[config.mk]
export PLATFORM = sky130hd
export DESIGN_NAME = rob_head_commit
export DESIGN_NICKNAME = d
export VERILOG_FILES = /design/src/rtl/rob_commit_pkg.sv /design/src/rtl/rob_commit_select.sv /design/src/rtl/rob_nonspec_gate.sv /design/src/rtl/rob_free_tracker.sv /design/src/rtl/rob_retire_hist.sv /design/src/rtl/rob_head_commit.sv
export SDC_FILE = /design/constraint.sdc
export NUM_CORES = 1
export LEC_CHECK = 0
export ABC_AREA = 1
export BUFFER_PORTS_ARGS = -buffer_cell sky130_fd_sc_hd__buf_4
export CAP_MARGIN = 20
export CORE_ASPECT_RATIO = 1.4
export CORE_MARGIN = 2
export CORE_UTILIZATION = 35
export CTS_BUF_LIST = sky130_fd_sc_hd__clkbuf_16
export DETAILED_ROUTE_END_ITERATION = 6
export PLACE_DENSITY = 0.58
export SYNTH_ARGS = -nofsm -noshare
export SYNTH_HDL_FRONTEND = slang
export SYNTH_SLANG_ARGS = --single-unit
[constraint.sdc]
create_clock -name clk -period 4.3 [get_ports clk]
set_input_delay 0.86 -clock clk [delete_from_list [all_inputs] [get_ports clk]]
set_output_delay 0.86 -clock clk [all_outputs]
set_load 0.05 [all_outputs]
[src/rtl/rob_commit_pkg.sv]
package rob_commit_pkg;

    // Verdict for one slot of the head window, before the age chain is applied.
    typedef enum logic [1:0] {
        SLOT_EMPTY = 2'd0,
        SLOT_WAIT  = 2'd1,
        SLOT_HELD  = 2'd2,
        SLOT_READY = 2'd3
    } slot_state_t;

    // A non-speculative entry is only eligible from the oldest slot.
    function automatic slot_state_t classify_slot(
        input logic valid,
        input logic done,
        input logic nonspec,
        input logic is_oldest
    );
        if (!valid)                 return SLOT_EMPTY;
        if (nonspec && !is_oldest)  return SLOT_HELD;
        if (!done)                  return SLOT_WAIT;
        return SLOT_READY;
    endfunction

    // Oldest entry is non-speculative and still waiting to execute.
    function automatic logic head_blocked(
        input logic valid,
        input logic done,
        input logic nonspec
    );
        return valid && nonspec && !done;
    endfunction

endpackage

[src/rtl/rob_commit_select.sv]
module rob_commit_select
    import rob_commit_pkg::*;
#(
    parameter int W  = 4,
    parameter int CW = 3
) (
    input  logic [W-1:0]  slot_valid,
    input  logic [W-1:0]  slot_done,
    input  logic [W-1:0]  slot_nonspec,
    output logic [W-1:0]  retire_mask,
    output logic [CW-1:0] retire_cnt
);

    slot_state_t verdict [W];
    logic [W:0]  older_ok;

    assign older_ok[0] = 1'b1;

    generate
        for (genvar i = 0; i < W; i++) begin : g_slot
            localparam logic IS_OLDEST = (i == 0) ? 1'b1 : 1'b0;
            assign verdict[i]     = classify_slot(slot_valid[i], slot_done[i],
                                                  slot_nonspec[i], IS_OLDEST);
            assign retire_mask[i] = older_ok[i] && (verdict[i] == SLOT_READY);
            assign older_ok[i+1]  = retire_mask[i];
        end
    endgenerate

    always_comb begin
        retire_cnt = '0;
        for (int i = 0; i < W; i++) begin
            retire_cnt = retire_cnt + CW'(retire_mask[i]);
        end
    end

endmodule

[src/rtl/rob_nonspec_gate.sv]
module rob_nonspec_gate
    import rob_commit_pkg::*;
#(
    parameter int SEQ_W = 16,
    parameter int CNT_W = 32
) (
    input  logic             clk,
    input  logic             rst,
    input  logic             head_valid,
    input  logic             head_done,
    input  logic             head_nonspec,
    input  logic [SEQ_W-1:0] head_seq,
    input  logic             head_retire,
    output logic             rel_valid,
    output logic [SEQ_W-1:0] rel_seq,
    output logic [CNT_W-1:0] stall_cnt
);

    logic             held_q;
    logic [SEQ_W-1:0] held_seq_q;
    logic             waiting;
    logic             same_as_held;
    logic             fire;

    assign waiting      = head_blocked(head_valid, head_done, head_nonspec);
    assign same_as_held = held_q && (held_seq_q == head_seq);
    assign fire         = waiting && !same_as_held;

    always_ff @(posedge clk) begin
        if (rst) begin
            rel_valid  <= 1'b0;
            rel_seq    <= '0;
            held_q     <= 1'b0;
            held_seq_q <= '0;
            stall_cnt  <= '0;
        end else begin
            rel_valid <= fire;
            if (fire) begin
                rel_seq    <= head_seq;
                held_q     <= 1'b1;
                held_seq_q <= head_seq;
            end else if (head_retire && head_nonspec && same_as_held) begin
                held_q <= 1'b0;
            end
            if (waiting) begin
                stall_cnt <= stall_cnt + 1'b1;
            end
        end
    end

endmodule

[src/rtl/rob_free_tracker.sv]
module rob_free_tracker #(
    parameter int W          = 4,
    parameter int NT         = 2,
    parameter int TID_W      = 1,
    parameter int PART_DEPTH = 16,
    parameter int OCC_W      = 5,
    parameter int CW         = 3
) (
    input  logic                clk,
    input  logic                rst,
    input  logic [W*TID_W-1:0]  slot_tid,
    input  logic [W-1:0]        retire_mask,
    input  logic                alloc_valid,
    input  logic [TID_W-1:0]    alloc_tid,
    output logic                free_upd,
    output logic [NT*OCC_W-1:0] free_cnt
);

    logic [NT-1:0] moved;

    generate
        for (genvar t = 0; t < NT; t++) begin : g_thr
            logic [OCC_W-1:0] occ_q;
            logic [OCC_W-1:0] occ_nxt;
            logic [CW-1:0]    dec;
            logic             inc;

            always_comb begin
                dec = '0;
                for (int i = 0; i < W; i++) begin
                    if (retire_mask[i] && (slot_tid[i*TID_W +: TID_W] == TID_W'(t))) begin
                        dec = dec + 1'b1;
                    end
                end
            end

            assign inc      = alloc_valid && (alloc_tid == TID_W'(t));
            assign occ_nxt  = occ_q + OCC_W'(inc) - OCC_W'(dec);
            assign moved[t] = (OCC_W'(inc) != OCC_W'(dec));

            always_ff @(posedge clk) begin
                if (rst) occ_q <= '0;
                else     occ_q <= occ_nxt;
            end

            assign free_cnt[t*OCC_W +: OCC_W] = OCC_W'(PART_DEPTH) - occ_q;
        end
    endgenerate

    always_ff @(posedge clk) begin
        if (rst) free_upd <= 1'b0;
        else     free_upd <= |moved;
    end

endmodule

[src/rtl/rob_retire_hist.sv]
module rob_retire_hist #(
    parameter int W     = 4,
    parameter int CW    = 3,
    parameter int CNT_W = 32
) (
    input  logic                   clk,
    input  logic                   rst,
    input  logic [CW-1:0]          retire_cnt,
    output logic [(W+1)*CNT_W-1:0] hist_flat
);

    generate
        for (genvar k = 0; k <= W; k++) begin : g_bin
            logic [CNT_W-1:0] bin_q;
            always_ff @(posedge clk) begin
                if (rst)                         bin_q <= '0;
                else if (retire_cnt == CW'(k))   bin_q <= bin_q + 1'b1;
            end
            assign hist_flat[k*CNT_W +: CNT_W] = bin_q;
        end
    endgenerate

endmodule

[src/rtl/rob_head_commit.sv]
module rob_head_commit #(
    parameter int COMMIT_WIDTH = 4,
    parameter int NUM_THREADS  = 2,
    parameter int PART_DEPTH   = 16,
    parameter int SEQ_W        = 16,
    parameter int CNT_W        = 32,
    localparam int TID_W = (NUM_THREADS > 1) ? $clog2(NUM_THREADS) : 1,
    localparam int OCC_W = $clog2(PART_DEPTH + 1),
    localparam int CW    = $clog2(COMMIT_WIDTH + 1)
) (
    input  logic                                clk,
    input  logic                                rst,
    input  logic [COMMIT_WIDTH-1:0]             head_valid,
    input  logic [COMMIT_WIDTH-1:0]             head_done,
    input  logic [COMMIT_WIDTH-1:0]             head_nonspec,
    input  logic [COMMIT_WIDTH*SEQ_W-1:0]       head_seq,
    input  logic [COMMIT_WIDTH*TID_W-1:0]       head_tid,
    input  logic                                alloc_valid,
    input  logic [TID_W-1:0]                    alloc_tid,
    input  logic                                trap_req,
    input  logic                                stores_pending,
    output logic [COMMIT_WIDTH-1:0]             retire_mask,
    output logic [CW-1:0]                       retire_cnt,
    output logic                                rel_valid,
    output logic [SEQ_W-1:0]                    rel_seq,
    output logic [CNT_W-1:0]                    stall_cnt,
    output logic                                free_upd,
    output logic [NUM_THREADS*OCC_W-1:0]        free_cnt,
    output logic                                trap_go,
    output logic [(COMMIT_WIDTH+1)*CNT_W-1:0]   hist_flat
);

    rob_commit_select #(
        .W (COMMIT_WIDTH),
        .CW(CW)
    ) u_select (
        .slot_valid  (head_valid),
        .slot_done   (head_done),
        .slot_nonspec(head_nonspec),
        .retire_mask (retire_mask),
        .retire_cnt  (retire_cnt)
    );

    rob_nonspec_gate #(
        .SEQ_W(SEQ_W),
        .CNT_W(CNT_W)
    ) u_gate (
        .clk         (clk),
        .rst         (rst),
        .head_valid  (head_valid[0]),
        .head_done   (head_done[0]),
        .head_nonspec(head_nonspec[0]),
        .head_seq    (head_seq[SEQ_W-1:0]),
        .head_retire (retire_mask[0]),
        .rel_valid   (rel_valid),
        .rel_seq     (rel_seq),
        .stall_cnt   (stall_cnt)
    );

    rob_free_tracker #(
        .W         (COMMIT_WIDTH),
        .NT        (NUM_THREADS),
        .TID_W     (TID_W),
        .PART_DEPTH(PART_DEPTH),
        .OCC_W     (OCC_W),
        .CW        (CW)
    ) u_free (
        .clk        (clk),
        .rst        (rst),
        .slot_tid   (head_tid),
        .retire_mask(retire_mask),
        .alloc_valid(alloc_valid),
        .alloc_tid  (alloc_tid),
        .free_upd   (free_upd),
        .free_cnt   (free_cnt)
    );

    rob_retire_hist #(
        .W    (COMMIT_WIDTH),
        .CW   (CW),
        .CNT_W(CNT_W)
    ) u_hist (
        .clk       (clk),
        .rst       (rst),
        .retire_cnt(retire_cnt),
        .hist_flat (hist_flat)
    );

    // Trap handling waits for every outstanding store to drain.
    always_ff @(posedge clk) begin
        if (rst) trap_go <= 1'b0;
        else     trap_go <= trap_req && !stores_pending;
    end

endmodule

# Word-level counts from Yosys, hierarchy flattened
# Cells that the tools add are included.
# classes
n_addsub,21
eq_ne,11
n_mux,49
n_bitwise,5
reduce_logical,26
# op_table
cell,n
$add A32 B1 Y32 const B,6
$mux W2,22
$mux W1,21
$logic_and A1 B1 Y1,20
$mux W3,6
$eq A16 B16 Y1,1
$add A3 B1 Y3 const B,4
$add A5 B1 Y5,2
$sub A5 B3 Y5,2
$sub A5 B5 Y5 const A,2
$eq A2 B2 Y1 const B,4
$add A3 B1 Y3,2
$eq A3 B2 Y1 const B,2
$ne A1 B3 Y1,2
$not A1 Y1,5
$add A1 B1 Y2 const B,2
$eq A3 B1 Y1 const B,1
$eq A3 B3 Y1 const B,1
$logic_not A1 Y1,3
$logic_not A3 Y1,1
$add A1 B1 Y2,1
$reduce_bool A2 Y1,1
$reduce_or A2 Y1,1
# word_totals
ff_bits,222
in_bits,86
out_inout_bits,228
elab_cells,125

# Logic depth before layout (Yosys ltp)
# depth
depth_word,17
ltp_mapped,21
depth_no_buf,21

# By module
# Synthesis repeated with hierarchy kept, for this count alone.
# hier_totals
cells_unflattened,2014
area_unflattened_um2,12858.6
# modules_own_cells
module,n_inst,cells_per_inst,area_per_inst_um2,seq_area_each_um2
rob_retire_hist,1,1395,8740.9,3203.1
rob_nonspec_gate,1,431,2824.0,1001.0
rob_free_tracker,1,163,1141.1,220.2
rob_commit_select,1,21,118.9,0.0
rob_head_commit,1,4,33.8,20.0

# Worst setup path before layout
# OpenSTA, ideal clock, no wires.
# synth_timing
path_type,in2reg
startpoint,input head_valid[0]
endpoint,register u_hist.g_bin[4].bin_q[27]
setup_ps,128
arrival_ps,3778
required_time_ps,4172
slack_ps,394
stages,15
n_path_buf,0
cell_sequence,nand2_1 > inv_1 > nand2_1 > nor2_2 > fa_1 > nor2_2 > nand2_4 > inv_2 > nand4_2 > nor2_2 > nand3_2 > nor2_2 > nand2_1 > xor2_1 > nor2_1
# synth_between
elab_chain_len,7
elab_cells_between_ends,9
cone_classes,add/sub: 3; eq/ne: 2; mux: 1; reduce/logical: 3
# synth_lines
item,line,text
start: declaration,rob_head_commit.sv:13,"input logic [COMMIT_WIDTH-1:0] head_valid,"
$mux W2 (*),rob_commit_pkg.sv:19,if (nonspec && !is_oldest) return SLOT_HELD;
$eq A2 B2 Y1 (*),rob_commit_select.sv:24,assign retire_mask[i] = older_ok[i] && (verdict[i] == SLOT_READY);
named net u_gate.head_retire,rob_nonspec_gate.sv:13,"input logic head_retire,"
$logic_and A1 B1 Y1 (*) (2 in series),rob_commit_select.sv:24,
named net retire_mask[2],rob_head_commit.sv:22,"output logic [COMMIT_WIDTH-1:0] retire_mask,"
$add A3 B1 Y3 / $logic_and A1 B1 Y1 (equally long branches),"rob_commit_select.sv:32, rob_commit_select.sv:24",
$add A3 B1 Y3 (*),rob_commit_select.sv:32,retire_cnt = retire_cnt + CW'(retire_mask[i]);
named net retire_cnt[0],rob_head_commit.sv:23,"output logic [CW-1:0] retire_cnt,"
$eq A3 B3 Y1 (*),rob_retire_hist.sv:17,else if (retire_cnt == CW'(k)) bin_q <= bin_q + 1'b1;
end signal: assignment,rob_retire_hist.sv:17,
end: declaration,rob_retire_hist.sv:14,logic [CNT_W-1:0] bin_q;
# Mark *: on every way through the listed nets, which the timed path passes. The rest lies on a longest branch.
# A chain may end at the register's enable or synchronous reset.

# Final worst setup path
# layout_timing
startpoint,input head_valid[0]
endpoint,output retire_cnt[1]
# layout_between
elab_chain_len,6
elab_cells_between_ends,8
cone_classes,add/sub: 3; eq/ne: 1; mux: 1; reduce/logical: 3
# layout_lines
item,line
$mux W2 (*),rob_commit_pkg.sv:19
$eq A2 B2 Y1 (*),rob_commit_select.sv:24
$logic_and A1 B1 Y1,rob_commit_select.sv:24
$add A1 B1 Y2 / $logic_and A1 B1 Y1 (equally long branches),"rob_commit_select.sv:32, rob_commit_select.sv:24"
$add A3 B1 Y3 / $logic_and A1 B1 Y1 (equally long branches),"rob_commit_select.sv:32, rob_commit_select.sv:24"
$add A3 B1 Y3 (*),rob_commit_select.sv:32
end: declaration,rob_head_commit.sv:23
# Every way passes the cells marked *; elsewhere a longest branch is shown, timed or not.

==> flow_summary.toml <==
[cts]
cts_max_level = 1
clock_path_buffers = 3
cts_tree = "built"
root_buffer = "clkbuf_16"
clk_pin_slew_ns = 0.06
numCtsBuffers = 25
clock-sinks = 222
cts_resized = 0
clock_latency_ns = 0.53
hold_buffers = 0
post_cts_buffers = 0

[setup_path]
path_max_fanout = 7
r2r_slack_ns = 2.14
required_ns = 3.44
criticalPathCategory = "in -> out"
critPathCaptureType = "primary output"
setup.worst_path.start = "head_valid[0]"
critPathArrivalTime_ns = 2.71
r2r_start = "u_gate.rel_seq[2]"
worst_setup_path_start_kind = "input pin"

[die]
core-area_um2 = 33210
initial_core_util = 0.3554
io_pins = 314
rows = 79
die_width_um = 159.2
dieArea_um2 = 35230
die_h_um = 221.3

[power]
seqPwrFrac = 0.434
swShare = 0.2884
internal_power_mw = 3.512
clkPwrFrac = 0.414
power_density_nw_per_um2 = 328.2
power_leakage_nw = 6.386
ir_worst_vdd_v = 0.0003807
power.switching_mw = 1.423
pwr-share-comb = 0.152

[place]
gp_congestion = 0.8858
dp.cells = 2398
io_buffer_count = 265
placed_area_um2 = 14280
hpwl_mm = 26.72

[sta]
fin_skew_ns = 0.008155
setup-tns-final_ns = 0
finalMaxSlewViolations = 0
period_share = 0.8305
grt_setup_unrepaired = "no"
slew_headroom = 0.4632
min_period_ns = 3.571
clock.fmax_ghz = 0.2800
finalHoldViolCount = 0
finalSetupViolCount = 0
worstMarginPinSlew_ns = 0.8052

[worst_hold_path]
min-delay-start = "u_hist.g_bin[2].bin_q[5]"
hold_class = "reg -> reg"

[finish]
diodes = 0
utilization = 0.4528
syn_to_final_growth_pct = 27.41
finalInstanceArea_um2 = 15040
fin_nets = 2099
instances_no_fill = 2442
drive_above_1_share = 0.1838

[drt]
drc_errors = 0
maxUsedRoutingLayer = "met4"
dr_wl_met2_mm = 17.68
ant_nets = 0
via_per_inst = 4.874
first_pass_iters = 7
drt_iter0_drc = 605
vias = 11900
met3_length_mm = 2.095
wirelength_mm = 35.13
wl_per_cell_um = 14.39
drt-met1-wl_mm = 14.21

[grt]
grt_pass1_wl_mm = 56.63
grt_start_max_net_pins = 66
antenna_found_initial = 0
grt-ovfl-total = 0
grt_pass1_vias = 11420
grt_usage = 0.1917

[logic_synthesis]
ys_warn_count = 0
yosysSeqAreaShare = 0.3766
yosys_register_bits = 222
synth_area_per_cell_um2 = 6.890
synth_edf_count = 0
synth_ff_type = "dfxtp_1"
yosysUniqueCellTypes = 50
synthesis.area_um2 = 11800
postSynthCellCount = 1713
synth_nets = 1832
async_flop_share = 0

[job]
max-cap-violations = 0

[outcome]
status = "completed"
[kinds of logic after synthesis]
family | Yosys count | share of synthesized area
compound gates | 258 | 0.1196
xor+xnor | 57 | 0.04230
fa+ha+maj | 33 | 0.03689
buf+inv | 302 | 0.09742
flops | 222 | 0.3766
simple gates | 841 | 0.3273
[power groups by stage]
stage	combinational, mW	sequential (mW)	clock [mW]
finish	0.750	2.14	2.04
global route	0.823	2.15	2.20
CTS	0.759	2.14	2.12
detailed placement	0.756	2.19	0
global placement	0.743	2.19	0
floorplan	0.496	2.23	0
[final cells by class]
| cell class | count | area (µm²) |
|---|---|---|
| timing repair buffer | 272 | 2054 |
| tap | 445 | 556.8 |
| fill | 3481 | 18170 |
| inverter | 270 | 1016 |
| clock inverter | 19 | 132.6 |
| multi-input combinational | 1189 | 6208 |
| clock buffer | 25 | 625.6 |
| sequential | 222 | 4444 |
[worst paths after layout]
kind                               to  cells after the start
max                     retire_cnt[1]                      8
min          u_hist.g_bin[2].bin_q[5]                      2
max reg2reg         u_gate.rel_seq[1]                      8
min reg2reg  u_hist.g_bin[2].bin_q[5]                      2
[cell usage in the layout, fill, tap and decap left out, types with 9 or more instances in the layout]
cell type  synthesis  layout
nand2_1          303     303
buf_4              3     271
inv_1            253     259
nor2_1           224     224
dfxtp_1          222     222
a21oi_1          121     121
nand3_1          101     101
nor3_1            95      95
o21ai_0           83      83
xor2_1            44      44
nand4_1           42      42
ha_1              30      30
clkbuf_16          0      25
o21ai_1           13      13
xnor2_1           13      13
inv_2             13      13
nor2_2            11      11
o21bai_1          11      11
nor3b_1            9       9
o21a_1             9       9
clkinv_1           3       9
[state kept, by name, summed over array words and instances, names as in the netlist]
signal and flops:
u_gate.stall_cnt 32, trap_go 1, u_gate.rel_seq 16, u_hist.g_bin.bin_q 160
u_free.g_thr.occ_q 10, u_gate.rel_valid 1, u_gate.held_q 1, u_free.free_upd 1
[routing by layer]
layer	vias to the layer above	global-route usage
met3	71	0.03824
met5	-	0
met4	0	0.07361
met1	5422	0.2157
met2	294	0.3537
li1	6115	-
[stage by stage]
| step | power [mW] | hold WS [ns] | setup slack, ns |
|---|---|---|---|
| finish | 4.935 | 0.4713 | 0.7288 |
| global route | 5.167 | 0.4726 | 0.4849 |
| CTS | 5.017 | 0.4538 | 0.7204 |
| detailed placement | 2.942 | 0.4612 | 0.1885 |
| global placement | 2.928 | 0.4577 | 0.2559 |
| floorplan | 2.724 | 0.5208 | 0.3944 |
[synth_stat cells (13+ instances only)]
cell,count,share of area
nand3_1,101,0.043
nand2_1,303,0.096
inv_1,253,0.080
inv_2,13,0.0041
dfxtp_1,222,0.38
ha_1,30,0.032
xor2_1,44,0.033
clkbuf_1,25,0.0080
nand4_1,42,0.022
o21ai_1,13,0.0055
nor2_1,224,0.071
o21ai_0,83,0.035
a21oi_1,121,0.051
nor3_1,95,0.040
xnor2_1,13,0.0096
[critical path, stage by stage]
cell	delay, ns
buf_4	0.11
nand2_1	0.25
inv_1	0.11
nand2_1	0.13
nor2_2	0.10
fa_1	0.43
ha_1	0.45
buf_4	0.25
Power figures use the tool's default switching activity.
